## src/rtl/gpio_irq_pkg.sv

```systemverilog
package gpio_irq_pkg;
  // Bank window and word offsets within the bank
  localparam int BANK_BASE   = 'h200;
  localparam int BANK_STRIDE = 'h40;
  localparam int OFF_MASK    = 'h0C;
  localparam int OFF_ENA     = 'h10;
  localparam int OFF_DIS     = 'h14;
  localparam int OFF_STS     = 'h18;
  localparam int OFF_TYPE    = 'h1C;
  localparam int OFF_POL     = 'h20;
  localparam int OFF_ANY     = 'h24;

  function automatic int word_addr(input int bank, input int off);
    return BANK_BASE + BANK_STRIDE * bank + off;
  endfunction

  typedef enum logic [2:0] {
    SEL_NONE, SEL_MASK, SEL_STS, SEL_TYPE, SEL_POL, SEL_ANY
  } rd_sel_e;
endpackage

```

## src/rtl/gpio_irq_cfg.sv

```systemverilog
// Trigger configuration words and the set/clear-port mask word
module gpio_irq_cfg #(
  parameter int NPIN   = 32,
  parameter int ADDR_W = 12,
  parameter int BANK_IDX = 0
) (
  input  logic              clk_i,
  input  logic              rst_i,
  input  logic              wr_en_i,
  input  logic [ADDR_W-1:0] wr_addr_i,
  input  logic [NPIN-1:0]   wr_data_i,
  output logic [NPIN-1:0]   type_q,
  output logic [NPIN-1:0]   pol_q,
  output logic [NPIN-1:0]   any_q,
  output logic [NPIN-1:0]   mask_q
);
  import gpio_irq_pkg::*;

  localparam logic [ADDR_W-1:0] A_ENA  = ADDR_W'(word_addr(BANK_IDX, OFF_ENA));
  localparam logic [ADDR_W-1:0] A_DIS  = ADDR_W'(word_addr(BANK_IDX, OFF_DIS));
  localparam logic [ADDR_W-1:0] A_TYPE = ADDR_W'(word_addr(BANK_IDX, OFF_TYPE));
  localparam logic [ADDR_W-1:0] A_POL  = ADDR_W'(word_addr(BANK_IDX, OFF_POL));
  localparam logic [ADDR_W-1:0] A_ANY  = ADDR_W'(word_addr(BANK_IDX, OFF_ANY));

  logic wr_ena, wr_dis, wr_type, wr_pol, wr_any;

  always_comb begin
    wr_ena  = wr_en_i && (wr_addr_i == A_ENA);
    wr_dis  = wr_en_i && (wr_addr_i == A_DIS);
    wr_type = wr_en_i && (wr_addr_i == A_TYPE);
    wr_pol  = wr_en_i && (wr_addr_i == A_POL);
    wr_any  = wr_en_i && (wr_addr_i == A_ANY);
  end

  always_ff @(posedge clk_i) begin
    if (rst_i) begin
      type_q <= '0;
      pol_q  <= '0;
      any_q  <= '0;
    end else begin
      if (wr_type) type_q <= wr_data_i;
      if (wr_pol)  pol_q  <= wr_data_i;
      if (wr_any)  any_q  <= wr_data_i;
    end
  end

  // Mask: ones in enable data clear, ones in disable data set
  always_ff @(posedge clk_i) begin
    if (rst_i) begin
      mask_q <= '1;
    end else if (wr_ena) begin
      mask_q <= mask_q & ~wr_data_i;
    end else if (wr_dis) begin
      mask_q <= mask_q | wr_data_i;
    end
  end
endmodule

```

## src/rtl/gpio_irq_detect.sv

```systemverilog
// Per-pin trigger decode against the previous sampled level
module gpio_irq_detect #(
  parameter int NPIN = 32
) (
  input  logic            clk_i,
  input  logic            rst_i,
  input  logic [NPIN-1:0] pin_i,
  input  logic [NPIN-1:0] type_i,
  input  logic [NPIN-1:0] pol_i,
  input  logic [NPIN-1:0] any_i,
  output logic [NPIN-1:0] hit_o
);
  logic [NPIN-1:0] prev_q;

  always_ff @(posedge clk_i) begin
    if (rst_i) prev_q <= '0;
    else       prev_q <= pin_i;
  end

  for (genvar i = 0; i < NPIN; i++) begin : g_pin
    logic rise, fall, lvl;
    always_comb begin
      rise = pin_i[i] & ~prev_q[i];
      fall = ~pin_i[i] & prev_q[i];
      lvl  = pol_i[i] ? pin_i[i] : ~pin_i[i];
      if (!type_i[i])     hit_o[i] = lvl;
      else if (any_i[i])  hit_o[i] = rise | fall;
      else if (pol_i[i])  hit_o[i] = rise;
      else                hit_o[i] = fall;
    end
  end
endmodule

```

## src/rtl/gpio_irq_latch.sv

```systemverilog
// Status word: set by events, cleared by write-one; events win
module gpio_irq_latch #(
  parameter int NPIN = 32
) (
  input  logic            clk_i,
  input  logic            rst_i,
  input  logic [NPIN-1:0] hit_i,
  input  logic [NPIN-1:0] clr_i,
  output logic [NPIN-1:0] sts_q
);
  always_ff @(posedge clk_i) begin
    if (rst_i) sts_q <= '0;
    else       sts_q <= (sts_q & ~clr_i) | hit_i;
  end
endmodule

```

## src/rtl/gpio_irq_unit.sv

```systemverilog
module gpio_irq_unit #(
  parameter int NPIN     = 32,
  parameter int ADDR_W   = 12,
  parameter int BANK_IDX = 0
) (
  input  logic              clk_i,
  input  logic              rst_i,
  input  logic [NPIN-1:0]   pin_i,
  input  logic              wr_en_i,
  input  logic [ADDR_W-1:0] wr_addr_i,
  input  logic [NPIN-1:0]   wr_data_i,
  input  logic              rd_en_i,
  input  logic [ADDR_W-1:0] rd_addr_i,
  output logic [NPIN-1:0]   rd_data_o,
  output logic              irq_o
);
  import gpio_irq_pkg::*;

  localparam logic [ADDR_W-1:0] A_MASK = ADDR_W'(word_addr(BANK_IDX, OFF_MASK));
  localparam logic [ADDR_W-1:0] A_STS  = ADDR_W'(word_addr(BANK_IDX, OFF_STS));
  localparam logic [ADDR_W-1:0] A_TYPE = ADDR_W'(word_addr(BANK_IDX, OFF_TYPE));
  localparam logic [ADDR_W-1:0] A_POL  = ADDR_W'(word_addr(BANK_IDX, OFF_POL));
  localparam logic [ADDR_W-1:0] A_ANY  = ADDR_W'(word_addr(BANK_IDX, OFF_ANY));

  logic [NPIN-1:0] type_q, pol_q, any_q, mask_q;
  logic [NPIN-1:0] hit, sts_q, sts_clr;
  logic            irq_q;
  logic [NPIN-1:0] rd_q;
  rd_sel_e         rd_sel;

  gpio_irq_cfg #(.NPIN(NPIN), .ADDR_W(ADDR_W), .BANK_IDX(BANK_IDX)) u_cfg (
    .clk_i     (clk_i),
    .rst_i     (rst_i),
    .wr_en_i   (wr_en_i),
    .wr_addr_i (wr_addr_i),
    .wr_data_i (wr_data_i),
    .type_q    (type_q),
    .pol_q     (pol_q),
    .any_q     (any_q),
    .mask_q    (mask_q)
  );

  gpio_irq_detect #(.NPIN(NPIN)) u_det (
    .clk_i  (clk_i),
    .rst_i  (rst_i),
    .pin_i  (pin_i),
    .type_i (type_q),
    .pol_i  (pol_q),
    .any_i  (any_q),
    .hit_o  (hit)
  );

  assign sts_clr = (wr_en_i && (wr_addr_i == A_STS)) ? wr_data_i : '0;

  gpio_irq_latch #(.NPIN(NPIN)) u_sts (
    .clk_i (clk_i),
    .rst_i (rst_i),
    .hit_i (hit),
    .clr_i (sts_clr),
    .sts_q (sts_q)
  );

  // Registered combined interrupt
  always_ff @(posedge clk_i) begin
    if (rst_i) irq_q <= 1'b0;
    else       irq_q <= |(sts_q & ~mask_q);
  end
  assign irq_o = irq_q;

  // Read decode; write-only ports fall to SEL_NONE and return zero
  always_comb begin
    unique case (rd_addr_i)
      A_MASK:  rd_sel = SEL_MASK;
      A_STS:   rd_sel = SEL_STS;
      A_TYPE:  rd_sel = SEL_TYPE;
      A_POL:   rd_sel = SEL_POL;
      A_ANY:   rd_sel = SEL_ANY;
      default: rd_sel = SEL_NONE;
    endcase
  end

  always_ff @(posedge clk_i) begin
    if (rst_i) begin
      rd_q <= '0;
    end else if (rd_en_i) begin
      case (rd_sel)
        SEL_MASK: rd_q <= mask_q;
        SEL_STS:  rd_q <= sts_q;
        SEL_TYPE: rd_q <= type_q;
        SEL_POL:  rd_q <= pol_q;
        SEL_ANY:  rd_q <= any_q;
        default:  rd_q <= '0;
      endcase
    end
  end
  assign rd_data_o = rd_q;
endmodule

```

## config.mk

```make
export PLATFORM = sky130hd
export DESIGN_NAME = gpio_irq_unit
export DESIGN_NICKNAME = d
export VERILOG_FILES = /design/src/rtl/gpio_irq_pkg.sv /design/src/rtl/gpio_irq_cfg.sv /design/src/rtl/gpio_irq_detect.sv /design/src/rtl/gpio_irq_latch.sv /design/src/rtl/gpio_irq_unit.sv
export SDC_FILE = /design/constraint.sdc
export NUM_CORES = 1
export LEC_CHECK = 0
export ABC_AREA = 1
export BUFFER_PORTS_ARGS = -buffer_cell sky130_fd_sc_hd__clkbuf_2
export CAP_MARGIN = 20
export CORE_MARGIN = 1
export CORE_UTILIZATION = 46
export CTS_BUF_LIST = sky130_fd_sc_hd__clkbuf_4 sky130_fd_sc_hd__clkbuf_8
export CTS_CLUSTER_DIAMETER = 30
export DETAILED_ROUTE_END_ITERATION = 10
export GPL_TIMING_DRIVEN = 0
export PLACE_DENSITY_LB_ADDON = 0.12
export SLEW_MARGIN = 20
export SYNTH_ARGS = -nofsm -noshare
export SYNTH_HDL_FRONTEND = slang
export SYNTH_SLANG_ARGS = --single-unit
```

## constraint.sdc

```tcl
create_clock -name clk_i -period 1.65 [get_ports clk_i]
set_clock_uncertainty 0.05 [all_clocks]
set_input_delay 0.165 -clock clk_i [delete_from_list [all_inputs] [get_ports clk_i]]
set_output_delay 0.165 -clock clk_i [all_outputs]
set_load 0.02 [all_outputs]
```

**Word level (Yosys, flattened, before mapping)**

Cells that the tools add are included.

- Bits in registers: 225
- Output and inout port bits: 33
- Bits of input ports: 92
- Logic and storage cells: 333

- Bitwise logic cells: 168
- Reductions and logical operators: 8
- Muxes and demuxes: 133
- Equal/unequal tests: 16

Operators by type and width:

| cell | count |
|---|---|
| $pmux W32 S5 | 1 |
| $eq A12 B10 Y1 const B | 11 |
| $mux W1 | 128 |
| $and A32 B32 Y32 | 3 |
| $mux W32 | 3 |
| $not A32 Y32 | 3 |
| $and A1 B1 Y1 | 64 |
| $not A1 Y1 | 64 |
| $or A32 B32 Y32 | 2 |
| $or A1 B1 Y1 | 32 |
| $reduce_or A32 Y1 | 1 |
| $pmux W3 S5 | 1 |
| $eq A3 B2 Y1 const B | 2 |
| $eq A3 B3 Y1 const B | 2 |
| $logic_and A1 B1 Y1 | 6 |
| $eq A3 B1 Y1 const B | 1 |
| $reduce_bool A2 Y1 | 1 |

**Logic depth before layout (Yosys ltp)**

Gate-level depths: netlist (run 1).

- Word-level depth: 6
- Depth in mapped cells: 11
- Gate-level depth less buffers: 10

**Cells and area by module**

Synthesis (run 1) repeated with hierarchy kept, for this count alone.

- Cells, all modules: 2145
- Area, all modules: 13431.6 sq um

By module, submodules not included:

| module | times used | cells an instance | area each (sq um) | seq. area each (sq um) |
|---|---|---|---|---|
| gpio_irq_cfg | 1 | 778 | 5491.5 | 2562.5 |
| gpio_irq_detect | 1 | 579 | 3397.0 | 640.6 |
| gpio_irq_unit | 1 | 625 | 3348.2 | 660.6 |
| gpio_irq_latch | 1 | 163 | 1194.9 | 640.6 |

**Least setup slack after synthesis (run 1)**

Ideal clock, no wire load.

- Path kind: input port to flip-flop
- Start: input wr_addr_i[1]
- End: register u_cfg.any_q[10]
- Stages: 7
- Library setup time: 119 ps
- Setup slack: 254 ps
- Buffers on the path: 1
- Data arrival time: 1226 ps
- Data required time: 1481 ps
- Cells stage by stage: or2_4 or2_4 nor2_2 nand3_4 buf_6 o21ai_0 a21oi_1

- Longest elaborated chain between the ends: 2

Ends and longest elaborated chain:

| element | line | source |
|---|---|---|
| start, declared | gpio_irq_unit.sv:10 | `input logic [ADDR_W-1:0] wr_addr_i,` |
| $eq A12 B10 Y1 | gpio_irq_cfg.sv:32 | `wr_any = wr_en_i && (wr_addr_i == A_ANY);` |
| $logic_and A1 B1 Y1 | gpio_irq_cfg.sv:32 |  |
| end signal, assigned | gpio_irq_cfg.sv:43 | `if (wr_any) any_q <= wr_data_i;` |
| end, declared | gpio_irq_cfg.sv:14 | `output logic [NPIN-1:0] any_q,` |

No other way between the ends.
A chain may end at the register's enable or synchronous reset.

**Worst setup path in the final report (run 1)**

- Start: input rst_i
- End: register u_det.prev_q[23]

RTL lines:

| element | line | source |
|---|---|---|
| start, declared | gpio_irq_unit.sv:7 | `input logic rst_i,` |
| end signal, assigned | gpio_irq_detect.sv:17 | `else prev_q <= pin_i;` |
| end, declared | gpio_irq_detect.sv:13 | `logic [NPIN-1:0] prev_q;` |

No word-level cell between the ends.

==> metrics.txt, run 1 <==
Critical Path RT=2.03 ns; Inserted Diodes=0; GPL Wtd Cong=0.898; DRC violations left=0; share of layout cells above drive strength 1=16.8%; First-pass DRT Iterations=5; sequential share of the synthesized area=38.6%; final setup TNS=0 ns; routed wire length=39400 µm; core area=0.0246 mm²; Cells after Synth=1620; Port Buffers=122; Synth area leaders=dfxtp_1 (39%), nand2_1 (9.0%), o21ai_0 (8.5%), a21oi_1 (7.0%), inv_1 (6.9%); CTS sink cnt=225; commonest non-fill, non-tap cell in the layout=nand2_1; Crit Path Class=input pin to register; Crit path depth=4; min Tclk post-route=1.48 ns; Die Span Y=161 µm; Mapped Nets=1776; # IOs=125; number of max-cap violations=0; RSZ-0062 raised after global routing=false; Slew headroom=33.8%; CP Capture Type=register; ordered cell list for the critical path=clkbuf_1, clkbuf_1, buf_1, nor2_1; first-pass GRT wire length=61400 µm; Worst-Skew Late Latency=0.59 ns; Least-Margin Pin Slew=0.992 ns; Remaining Overflow, GRT=0; DR vias/cell=5.41; Distinct cells, synth=35; worst vdd ir=0.000811 V; CTS Buffer Depth=3; Pwr per Cell Area=1030 mW/mm²; max incr delay on CP=0.69 ns; commonest non-fill, non-tap cells in the layout=nand2_1 (280), dfxtp_1 (225), inv_1 (215); largest net degree at the start of global routing=15; post-synthesis register bit count=225; CP delay by family, top=buffers and inverters; Max Slew Vio Count=0; Arr. time, crit path=1.87 ns; crit start category=input pin; Worst Path Buf+Inv=3; TritonCTS Buffers=55; outcome=complete, no violations; post-layout power=15200 µW; nets=2020; cell repeated most along the worst path=clkbuf_1; Fin. Hold Viols=0; path depth of the worst reg2reg path=6; final setup vio count=0; Root Buffer Master=clkbuf_8; WL/cell=17.6 µm; H-tree depth=2; Critical-path top delay cell=buf_1; Die Width=161 µm; die area=0.0260 mm²; Hold Crit Class=input pin to register; syn_area_per_cell=7.21 µm²; Ys Warns=0; drt initial violations=1043; Rows=57; Mapped Area=0.0117 mm²; antenna violations before repair=0; Initial Util=47.5%; vias in the first global route=11500; crit-path max FO=10; area fraction of the dominant cell type after synthesis=38.6%; Worst Hold Depth=3; CTS tree=yes; number of nets with antenna violations after routing=0; P&R area growth vs syn=26.6%; period utilisation layout=89.9%; via count=12100; Max Freq=674 MHz; Clock transition at path regs=0.05 ns; Final HPWL DP=26600 µm; all-layer global routing usage=30.4%; fill cell count=2336; Synth area leader=dfxtp_1; leakage power=0.00659 µW
worst paths after layout:
check	slack [ns]	from	endpoint
setup / recovery	0.17	rst_i	u_det.prev_q[23]
hold / removal	0.1	wr_addr_i[2]	register
setup reg to reg	0.27	u_det.prev_q[16]	u_sts.sts_q[16]
hold reg to reg	0.43	rd_data_o[15]	rd_data_o[15]
tightest hold or removal path, cell delays in order:
cell	delay [ns]
clkbuf_2	0.10
inv_1	0.23
o311ai_0	0.17
synth_stat cells, drive strengths merged:
library cell,instances
nor2,92
nor3b,1
a31oi,10
ha,64
buf,46
o21ai,213
dfxtp,225
nand3,145
o311ai,32
nand4,2
nor3,4
xnor2,10
or2,8
o22ai,20
clkbuf,45
o21a,1
clkinv,1
inv,216
a21oi,193
nand3b,1
o211ai,10
nand2,281
power by group:
part           switching (µW)  internal [µW]
clock                    2900           5720
sequential               64.3           5540
combinational             612            393
total                    3580          11700
cell families after synthesis:
logic type	synth area share [%]
AOI/OAI and AO/OA	23.1
xor gates and xnor gates	0.750
adders and majority gates	6.86
buffers and inverters	11.2
DFF	38.6
and+or+nand+nor	19.6
metal layers:
layer	track usage, %	share of wire [%]	vias to the layer above
met1	41.3	44	5556
met4	11.7	3.0	0
li1	-	-	5897
met2	48.4	44	534
met5	0	0	-
met3	4.57	8.3	94
per-stage QoR:
step                      setup slack [ns]  area [µm²]  hold slack, ns  utilization [%]  instances
after floorplan                      0.254       11700           0.244                -       1620
after global placement              -0.440       12700           0.380             51.6       2066
after detailed placement            -0.449       12700           0.390             51.6       2066
after CTS                            0.130       14800          0.0508             60.1       2234
after global routing                 0.114       14800           0.112             60.1       2234
final                                0.166       14800          0.0970             60.1       2234
repair_timing:
item,4_1_cts,5_1_grt
setup buffers,0,0
endpoints found under the hold margin,192,0
gates resized for setup,0,3
endpoints found under the setup margin,0,8
hold buffers,65,0
cell type report:
| type | count | area [µm²] | area share [%] |
|---|---|---|---|
| clock inverters | 24 | 420 | 2.84 |
| inverters | 217 | 816 | 5.51 |
| clock buffers | 79 | 1020 | 6.88 |
| multi-input cells | 1087 | 5870 | 39.7 |
| repair buffers | 187 | 1260 | 8.53 |
| flip-flops and latches | 225 | 4500 | 30.4 |
| plain buffers | 91 | 493 | 3.33 |
| well taps | 324 | 405 | 2.74 |
No activity file was read; power rests on OpenSTA's default activity.
==> inputs of run 2 (changes only) <==
==> constraint.sdc (replaced) <==
create_clock -name clk_i -period 1.3 [get_ports clk_i]
set_clock_uncertainty 0.05 [all_clocks]
set_input_delay 0.13 -clock clk_i [delete_from_list [all_inputs] [get_ports clk_i]]
set_output_delay 0.13 -clock clk_i [all_outputs]
set_load 0.02 [all_outputs]
==> metrics.txt, run 2 (same netlist as run 1, synthesis figures left out) <==
CTS tree=yes (unchanged); Final HPWL DP=26500 µm (was 26600 µm); min Tclk post-route=1.30 ns; number of nets with antenna violations after routing=0 (unchanged); Remaining Overflow, GRT=0 (unchanged); post-layout power=18400 µW (was 15200 µW); leakage power=0.00660 µW (was 0.00659 µW); Crit path depth=4 (unchanged); Crit Path Class=register to register (was input pin to register); Root Buffer Master=clkbuf_8 (unchanged); Fin. Hold Viols=0 (unchanged); outcome=complete, but fails checks (was complete, no violations); ordered cell list for the critical path=o22ai_1, nor2_1, nand4_1, o21a_1 (was clkbuf_1, clkbuf_1, buf_1, nor2_1); Worst-Skew Late Latency=0.59 ns (about the same); CP Capture Type=register (unchanged); GPL Wtd Cong=0.912 (was 0.898); Slew headroom=36.1% (was 33.8%); placed cell count=2066 (unchanged); Finished Layout Cells=2232 (was 2234); Worst Path Buf+Inv=0 (was 3); via count=12000 (was 12100); Port Buffers=122 (unchanged); Initial Util=47.5% (unchanged); Arr. time, crit path=1.72 ns (was 1.87 ns); max incr delay on CP=0.37 ns (was 0.69 ns); H-tree depth=2 (unchanged); CTS Buffer Depth=3 (unchanged); Inserted Diodes=0 (unchanged); core area=0.0246 mm² (unchanged); die area=0.0260 mm² (unchanged); nets=2020 (unchanged); Final Worst Setup Slack=-0.00193 ns (was 0.166 ns); vias in the first global route=11500 (about the same); Hold Crit Class=input pin to register (unchanged); number of max-cap violations=0 (unchanged); DRC violations left=0 (unchanged); share of layout cells above drive strength 1=18.3% (was 16.8%); Worst Hold Depth=5 (was 3); antenna violations before repair=0 (unchanged); largest net degree at the start of global routing=14 (was 15); # IOs=125 (unchanged); final setup vio count=1 (was 0); all-layer global routing usage=30.6% (was 30.4%); Least-Margin Pin Slew=0.958 ns (was 0.992 ns); path depth of the worst reg2reg path=4 (was 6); First-pass DRT Iterations=5 (unchanged); final setup TNS=-0.00193 ns (was 0 ns); fill cell count=2339 (was 2336); crit start category=register (was input pin); Max Slew Vio Count=0 (unchanged); Critical-path top delay cell=dfxtp_1 (was buf_1); CTS sink cnt=225 (unchanged); Die Span Y=161 µm (unchanged); worst reg2reg setup slack=-0.002 ns (was 0.27 ns); failing checks=setup timing; Rows=57 (unchanged); P&R area growth vs syn=27.1% (was 26.6%); Die Width=161 µm (unchanged); drt initial violations=1142 (was 1043); period utilisation layout=100%; design area=0.0148 mm² (about the same); Critical Path RT=1.72 ns (was 2.03 ns); Post-DP Area=0.0127 mm² (about the same); first-pass GRT wire length=61800 µm (was 61400 µm); CP delay by family, top=compound AO/OA/AOI/OAI gates (was buffers and inverters); routed wire length=39600 µm (was 39400 µm); Max Freq=768 MHz; Pwr per Cell Area=1240 mW/mm² (was 1030 mW/mm²); commonest non-fill, non-tap cells in the layout=nand2_1 (278), dfxtp_1 (215), inv_1 (214) (was nand2_1 (280), dfxtp_1 (225), inv_1 (215)); commonest non-fill, non-tap cell in the layout=nand2_1 (unchanged); RSZ-0062 raised after global routing=true (was false); WL/cell=17.7 µm (was 17.6 µm); dpl ws=-0.782 ns (was -0.449 ns); DR vias/cell=5.39 (was 5.41); worst vdd ir=0.00104 V (was 0.000811 V); TritonCTS Buffers=55 (unchanged); Clock transition at path regs=0.06 ns (was 0.05 ns); crit-path max FO=3 (was 10)
## run 2: metal layers
metal / share of wire [%] / global-route usage (%) / vias to the layer above
met3: 7.7 / 5.70 / 101
met2: 45 / 48.8 / 490
met1: 44 / 40.6 / 5537
met4: 3.4 / 12.9 / 0
li1: - / - / 5898
met5: 0 / 0 / -
## run 2: through the flow
stage	hold WS (ns)	util, %
3_3_place_gp	0.342	51.6
6_report	0.0677	60.3
5_1_grt	0.0449	60.3
2_1_floorplan	0.209	-
3_5_place_dp	0.355	51.6
4_1_cts	0.0286	59.8
## run 2: worst paths after layout
check                                    from        endpoint
worst min register to register  rd_data_o[18]   rd_data_o[18]
worst min-delay path             wr_addr_i[4]  u_cfg.pol_q[2]
worst max-delay path                 register           irq_o
worst max register to register       register           irq_o
## run 2: layout make-up
class                      count  area [µm²]  area share [%]
multi-input combinational   1087        5980            40.3
sequential                   225        4520            30.4
timing repair buffer         187        1280            8.60
clock buffer                  77         972            6.55
inverter                     217         816            5.50
buffer                        91         544            3.67
tap                          324         405            2.73
clock inverter                24         338            2.28
## run 2: worst reg2reg max path, cell delays in order, from the launching register on
cell	delay [ns]
dfxtp_1	0.37
o22ai_1	0.11
nor2_1	0.16
nand4_1	0.22
o21a_1	0.27
## run 2: repair_timing
| action | CTS | global route |
|---|---|---|
| resized for setup | 27 | 71 |
| setup buffers | 1 | 1 |
| hold buffers | 65 | 0 |
| hold endpoints to repair | 194 | 0 |
| pin swaps | 8 | 12 |
| setup endpoints to repair | 69 | 123 |
## run 2: power breakdown
part           switching, µW  leakage, µW  internal, µW
combinational            796      0.00407           513
clock                   3570     0.000691          6450
sequential              82.8      0.00183          7040
total                   4450      0.00660         14000
